`src/rtl/cmdport_pkg.sv`:
```
package cmdport_pkg;
  // One-cycle strobes from the control logic to the datapath.
  typedef struct packed {
    logic capture;   // chip-select fell: take fault snapshot
    logic shiftIn;   // serial clock rose inside a frame
    logic shiftOut;  // serial clock fell inside a frame
    logic commit;    // chip-select rose: load command
  } strobe_t;
endpackage

```
`src/rtl/cmdport_ctrl.sv`:
```
module cmdport_ctrl
  import cmdport_pkg::*;
#(
  parameter int SYNC_STAGES = 2
) (
  input  logic    clk,
  input  logic    rst_n,
  input  logic    cs_n,
  input  logic    sclk,
  input  logic    sdi,
  output strobe_t strb,
  output logic    sdiSync,
  output logic    csIdle
);
  localparam int TOP = SYNC_STAGES - 1;

  logic [TOP:0] csPipe, sclkPipe, sdiPipe;
  logic csPrev, sclkPrev;
  logic csSync, sclkSync, inFrame;

  generate
    if (SYNC_STAGES > 1) begin : g_multi
      always_ff @(posedge clk or negedge rst_n) begin
        if (!rst_n) begin
          csPipe   <= '1;
          sclkPipe <= '0;
          sdiPipe  <= '0;
        end else begin
          csPipe   <= {csPipe[TOP-1:0], cs_n};
          sclkPipe <= {sclkPipe[TOP-1:0], sclk};
          sdiPipe  <= {sdiPipe[TOP-1:0], sdi};
        end
      end
    end else begin : g_single
      always_ff @(posedge clk or negedge rst_n) begin
        if (!rst_n) begin
          csPipe   <= '1;
          sclkPipe <= '0;
          sdiPipe  <= '0;
        end else begin
          csPipe   <= cs_n;
          sclkPipe <= sclk;
          sdiPipe  <= sdi;
        end
      end
    end
  endgenerate

  assign csSync   = csPipe[TOP];
  assign sclkSync = sclkPipe[TOP];
  assign sdiSync  = sdiPipe[TOP];

  always_ff @(posedge clk or negedge rst_n) begin
    if (!rst_n) begin
      csPrev   <= 1'b1;
      sclkPrev <= 1'b0;
    end else begin
      csPrev   <= csSync;
      sclkPrev <= sclkSync;
    end
  end

  assign inFrame = !csSync && !csPrev;

  always_comb begin
    strb.capture  = csPrev && !csSync;
    strb.commit   = !csPrev && csSync;
    strb.shiftIn  = inFrame && sclkSync && !sclkPrev;
    strb.shiftOut = inFrame && !sclkSync && sclkPrev;
  end

  assign csIdle = csSync;
endmodule

```
`src/rtl/cmdport_dp.sv`:
```
module cmdport_dp
  import cmdport_pkg::*;
#(
  parameter int N = 4
) (
  input  logic         clk,
  input  logic         rst_n,
  input  strobe_t      strb,
  input  logic         sdiSync,
  input  logic [N-1:0] faults,
  output logic         sdo,
  output logic         sdoOe,
  output logic [N-1:0] cmd
);
  logic [N-1:0] shReg;

  always_ff @(posedge clk or negedge rst_n) begin
    if (!rst_n) begin
      shReg <= '0;
      cmd   <= '0;
      sdo   <= 1'b0;
      sdoOe <= 1'b0;
    end else if (strb.capture) begin
      shReg <= faults;
      sdo   <= faults[N-1];
      sdoOe <= 1'b1;
    end else if (strb.shiftIn) begin
      shReg <= {shReg[N-2:0], sdiSync};
    end else if (strb.shiftOut) begin
      sdo <= shReg[N-1];
    end else if (strb.commit) begin
      cmd   <= shReg;
      sdo   <= 1'b0;
      sdoOe <= 1'b0;
    end
  end
endmodule

```
`src/rtl/chain_cmd_port.sv`:
```
module chain_cmd_port
  import cmdport_pkg::*;
#(
  parameter int N           = 4,
  parameter int SYNC_STAGES = 2
) (
  input  logic         clk,
  input  logic         rst_n,
  input  logic         cs_n,
  input  logic         sclk,
  input  logic         sdi,
  input  logic [N-1:0] faults,
  output logic         sdo,
  output logic         sdo_oe,
  output logic [N-1:0] cmd
);
  strobe_t strb;
  logic    sdiSync;
  logic    csIdle;

  cmdport_ctrl #(.SYNC_STAGES(SYNC_STAGES)) ctrl_i (
    .clk(clk), .rst_n(rst_n), .cs_n(cs_n), .sclk(sclk), .sdi(sdi),
    .strb(strb), .sdiSync(sdiSync), .csIdle(csIdle)
  );

  cmdport_dp #(.N(N)) dp_i (
    .clk(clk), .rst_n(rst_n), .strb(strb), .sdiSync(sdiSync),
    .faults(faults), .sdo(sdo), .sdoOe(sdo_oe), .cmd(cmd)
  );
endmodule

```
`config.mk`:
```
export PLATFORM = sky130hd
export DESIGN_NAME = chain_cmd_port
export DESIGN_NICKNAME = d
export VERILOG_FILES = /design/src/rtl/cmdport_pkg.sv /design/src/rtl/cmdport_ctrl.sv /design/src/rtl/cmdport_dp.sv /design/src/rtl/chain_cmd_port.sv
export SDC_FILE = /design/constraint.sdc
export NUM_CORES = 1
export LEC_CHECK = 0
export ABC_CLOCK_PERIOD_IN_PS = 1890
export BUFFER_PORTS_ARGS = -buffer_cell sky130_fd_sc_hd__buf_2
export CAP_MARGIN = 30
export CORE_AREA = 2 2 41 43
export DETAILED_ROUTE_END_ITERATION = 7
export DIE_AREA = 0 0 43 45
export GPL_ROUTABILITY_DRIVEN = 0
export GPL_TIMING_DRIVEN = 0
export PLACE_DENSITY = 0.72
export SLEW_MARGIN = 20
export SYNTH_ARGS = -nofsm -noshare
export SYNTH_HDL_FRONTEND = slang
export SYNTH_SLANG_ARGS = --single-unit
```
`constraint.sdc`:
```
create_clock -name clk -period 1.89 [get_ports clk]
set_input_delay 0.2835 -clock clk [delete_from_list [all_inputs] [get_ports clk]]
set_output_delay 0.2835 -clock clk [all_outputs]
set_load 0.05 [all_outputs]
```
After elaboration in Yosys (flattened, before gate mapping)

Cells that the tools add are included.

Register bits after elaboration: 18
Input bits: 9
Output and inout port bits: 6

Equality and inequality tests: 2
Mux-type cells: 9
Bitwise gates (word level): 3
Reduce and logical (&&, ||, !) cells: 17

Operators with widths:

| operator                                       | count |
|---|---|
| 2-to-1 mux 4 bit                               | 2 |
| logical AND 1 bit                              | 7 |
| 2-to-1 mux 1 bit                               | 7 |
| logical NOT 1 bit                              | 4 |
| != test 2 x 1 -> 1 bit (second input constant) | 2 |
| AND reduction 4 bit                            | 1 |
| nonzero test 2 bit                             | 2 |
| NOT 1 bit                                      | 3 |
| AND reduction 3 bit                            | 1 |
| nonzero test 3 bit                             | 1 |
| AND reduction 2 bit                            | 1 |

Logic depth before layout (Yosys ltp)

Word-level depth: 7
Mapped depth: 6
Depth with buffers taken out: 5

Modules after synthesis

A second synthesis with hierarchy kept.

Cells, all modules: 47
Area total of the unflattened synthesis: 684.4 µm²

By module, submodules not included:

| module       | instances | cells an instance | area an instance (µm²) | sequential area each (µm²) |
|---|---|---|---|---|
| cmdport_dp   | 1         | 35                | 449.2                  | 250.2 |
| cmdport_ctrl | 1         | 12                | 235.2                  | 203.9 |

Worst setup path before layout

No wires, ideal clock.

Path type: reg2reg
Start: register ctrl_i.csPipe[1]
End: register dp_i.sdo
Library setup time: 0.131 ns
Data arrival time: 1.342 ns
Data required time: 1.759 ns
Path slack: 0.416 ns
Stages on the path, launching flop included: 7
Cells stage by stage: dfstp_2 inv_1 ha_1 buf_4 inv_1 a21oi_1 or3_1

RTL lines:

| element                  | line               | text |
|---|---|---|
| start: declaration       | cmdport_ctrl.sv:17 | `logic [TOP:0] csPipe, sclkPipe, sdiPipe;` |
| start signal: assignment | cmdport_ctrl.sv:29 | `csPipe <= {csPipe[TOP-1:0], cs_n};` |
| end signal: assignment   | cmdport_dp.sv:25   | `sdo <= faults[N-1];` |
| end signal: assignment   | cmdport_dp.sv:30   | `sdo <= shReg[N-1];` |
| end: declaration         | cmdport_dp.sv:11   | `output logic sdo,` |

==> impl_metrics.toml <==
[drt]
detail_route.iter0.violations = 5
vias = 445
vias_per_cell = 5.00
drt_pass1_iterations = 2
totalWireLength_mm = 1.07
drcViolationCount = 0
drt-wirelength-per-cell_um = 12.0
antenna_left = 0

[worst_setup_path]
cp_cell_sequence = "inv_1, ha_1, buf_4, inv_1, a21oi_1, or3_1"
critical-path-top-cell-by-count = "sky130_fd_sc_hd__inv_1"
setup.worst_path.start_class = "flip-flop"
slowest_stage = "sky130_fd_sc_hd__dfstp_2"
arrival_ns = 1.76
peak_per_stage_delay_on_the_critical_path_ns = 0.57
worstPathMaxFanout = 9
cp.required_ns = 2.06
worst-setup-path-type = "reg2reg"
worstSetupEndpointType = "flip-flop"

[die]
design.portCount = 15
num_rows = 14
initial_utilization_pct = 49.1
dieWidth_um = 43
die_area_mm2 = 0.00194
dieHeight_um = 45
floorplan.core_area_mm2 = 0.00147

[job]
max_cap_viol_count = 0

[placement]
placed_cells = 84
dpl-instance-area_um2 = 812
place_hpwl_um = 770
placement.io_buffers = 14

[yosys]
synth_most_common_cell = "sky130_fd_sc_hd__dfrtp_1"
area_share_of_the_largest_cell_type_after_synthesis_pct = 52.0
synth_top_area_cell = "sky130_fd_sc_hd__dfrtp_1"
synthCells = 54
synth_area_um2 = 722
synthTopCellsByArea = "sky130_fd_sc_hd__dfrtp_1 52%, sky130_fd_sc_hd__dfstp_2 11%, sky130_fd_sc_hd__ha_1 6.9%, sky130_fd_sc_hd__a21oi_1 4.9%, sky130_fd_sc_hd__mux2_2 4.7%"
yosysWarningCount = 0
async_flop_share_pct = 100
synth_fp_nets = 67
ys_dominant_reg_cell = "sky130_fd_sc_hd__dfrtp_1"
count_of_flip_flops_with_a_built_in_enable_after_synthesis = 0
yosys_register_bits = 18
synth.lib_cells_used.distinct = 17
average_instance_area_after_synthesis_um2 = 13.4
synth_commonest_cells = "15 x sky130_fd_sc_hd__dfrtp_1, 7 x sky130_fd_sc_hd__a21oi_1, 4 x sky130_fd_sc_hd__ha_1, 4 x sky130_fd_sc_hd__inv_1, 4 x sky130_fd_sc_hd__nand2_1"
ys_seq_area_share_pct = 62.9

[cts]
ctsRootBufferMaster = "sky130_fd_sc_hd__clkbuf_4"
cts.path.max_buffers = 2
tritoncts_buffer_count = 3
cts_tree = "yes"
cts-htree-levels = 1
clkTransAtPathRegs_ns = 0.09
post_cts_resized = 0
post-cts-setup-buffers = 0
clk-insertion-delay-late_ns = 0.29
hold_buffers = 1
clock_sinks = 18

[timing]
grt_setup_unrepaired = "false"
final-max-slew-violation-count = 0
report.final.hold_viol_count = 0
setup_viol = 0
achievable-frequency_mhz = 629
finalSetupTns_ns = 0
timing.slew.headroom_pct = 75.1
timing.final.crit_share_pct = 84.1
tightest_slew_ns = 0.374
fin_worst_skew_ns = 0.00301
final_min_period_ns = 1.59

[finish]
final_cell_area_um2 = 848
final.fill_count = 124
final-instance-count-excl-fill = 89
insertedDiodeCount = 0
post_route_cells_drive_above_1_share_pct = 34.2
total_nets_final = 87
syn_to_final_growth_pct = 17.5

[pwr]
pwr_total_mw = 0.863
ir_drop_v = 0.000578
power_density_over_the_cells_mw_per_mm2 = 1020
p_leak_nw = 0.409

[global_route]
number_of_antenna_violations_at_the_first_check_in_global_routing = 0
grt_pass1_vias = 384
grt_start_max_net_pins = 19
overflow = 0
grt_use_total_pct = 12.8
grt_first_pass_wirelength_mm = 1.71

[outcome]
run_status = "complete, no violations"

[hold_path]
holdCritPathClass = "in2reg"
[state kept, by name, summed over array words and instances (netlist names)]
signal,cells
ctrl_i.csPipe,2
ctrl_i.csPrev,1
ctrl_i.sclkPipe,2
ctrl_i.sclkPrev,1
ctrl_i.sdiPipe,2
dp_i.cmd,4
dp_i.sdo,1
dp_i.sdoOe,1
dp_i.shReg,4
[per-layer routing]
metal  wire length, µm  part of all wire [%]  vias to the layer above  GRT usage [%]
li1                  -                     -                      226              -
met1               506                    47                      205           15.0
met2               493                    46                       12           20.9
met3                60                   5.6                        2           3.20
met4                 8                  0.75                        0           9.09
met5                 0                     0                        -              0
[through the flow]
| step | utilization, % | hold slack [ns] | setup WS (ns) |
|---|---|---|---|
| after global routing | 57.7 | 0.0630 | 0.247 |
| after detailed placement | 55.2 | 0.229 | 0.309 |
| final | 57.7 | 0.0866 | 0.300 |
| after CTS | 57.7 | 0.0729 | 0.289 |
| after global placement | 55.2 | 0.223 | 0.320 |
| after floorplan | - | -0.0121 | 0.416 |
[layout by cell type (no fill, tap or decap), drive strengths merged]
cell type    count
or3              1
dlygate4sd3      1
a2bb2oi          3
dfstp            3
nand2            4
nor2b            1
ha               4
nand4b           1
nand3b           2
inv              4
nand2b           1
and3b            1
a2111oi          1
a21oi            7
dfrtp           15
mux2             5
clkbuf           4
buf             15
[logic make-up after synthesis]
family | synth area share [%]
flip-flops | 62.9
AO/OA/AOI/OAI | 9.71
AND/OR/NAND/NOR | 9.53
buffers and inverters | 3.12
multiplexers | 7.80
adder cells (fa/ha/maj) | 6.93
[report_power, final]
group / switching, mW / total (mW) / internal [mW] / leakage (nW)
logic: 0.144 / 0.208 / 0.0643 / 0.190
clock network: 0.111 / 0.193 / 0.0820 / 0.0150
registers: 0.0268 / 0.462 / 0.435 / 0.204
[worst max-delay path, delay by kind of cell (launching register included)]
family | cells | cell delay [ns]
AND/OR/NAND/NOR | 1 | 0.30
flip-flops | 1 | 0.57
buffers and inverters | 3 | 0.35
AO/OA/AOI/OAI | 1 | 0.08
adder cells (fa/ha/maj) | 1 | 0.19
[path summary, 6_finish.rpt]
| kind | slack, ns | endpoint | start | depth (start not counted) |
|---|---|---|---|---|
| setup reg to reg | 0.30 | dp_i.sdo$_DFFE_PN0P_ | ctrl_i.csPipe[1]$_DFF_PN1_ | 6 |
| setup / recovery | 0.30 | dp_i.sdo$_DFFE_PN0P_ | ctrl_i.csPipe[1]$_DFF_PN1_ | 6 |
| max in group asynchronous | 1.15 | ctrl_i.csPrev$_DFF_PN1_ | rst_n | 2 |
| min in group asynchronous | 0.43 | dp_i.shReg[1]$_DFFE_PN0P_ | rst_n | 2 |
| hold reg to reg | 0.35 | ctrl_i.sclkPipe[1]$_DFF_PN0_ | ctrl_i.sclkPipe[0]$_DFF_PN0_ | 0 |
| hold / removal | 0.09 | ctrl_i.csPipe[0]$_DFF_PN1_ | cs_n | 1 |
[layout make-up]
class                   count  area, µm²  share of cell area, %
multi-input cells          31        245                   28.9
inverters                   4       15.0                   1.77
plain buffers               1       7.51                  0.885
repair buffers             15       80.1                   9.44
clock buffers               4       26.3                   3.10
well taps                  16       20.0                   2.36
flip-flops and latches     18        454                   53.5
Note: power is estimated with default switching activity, not from simulation.
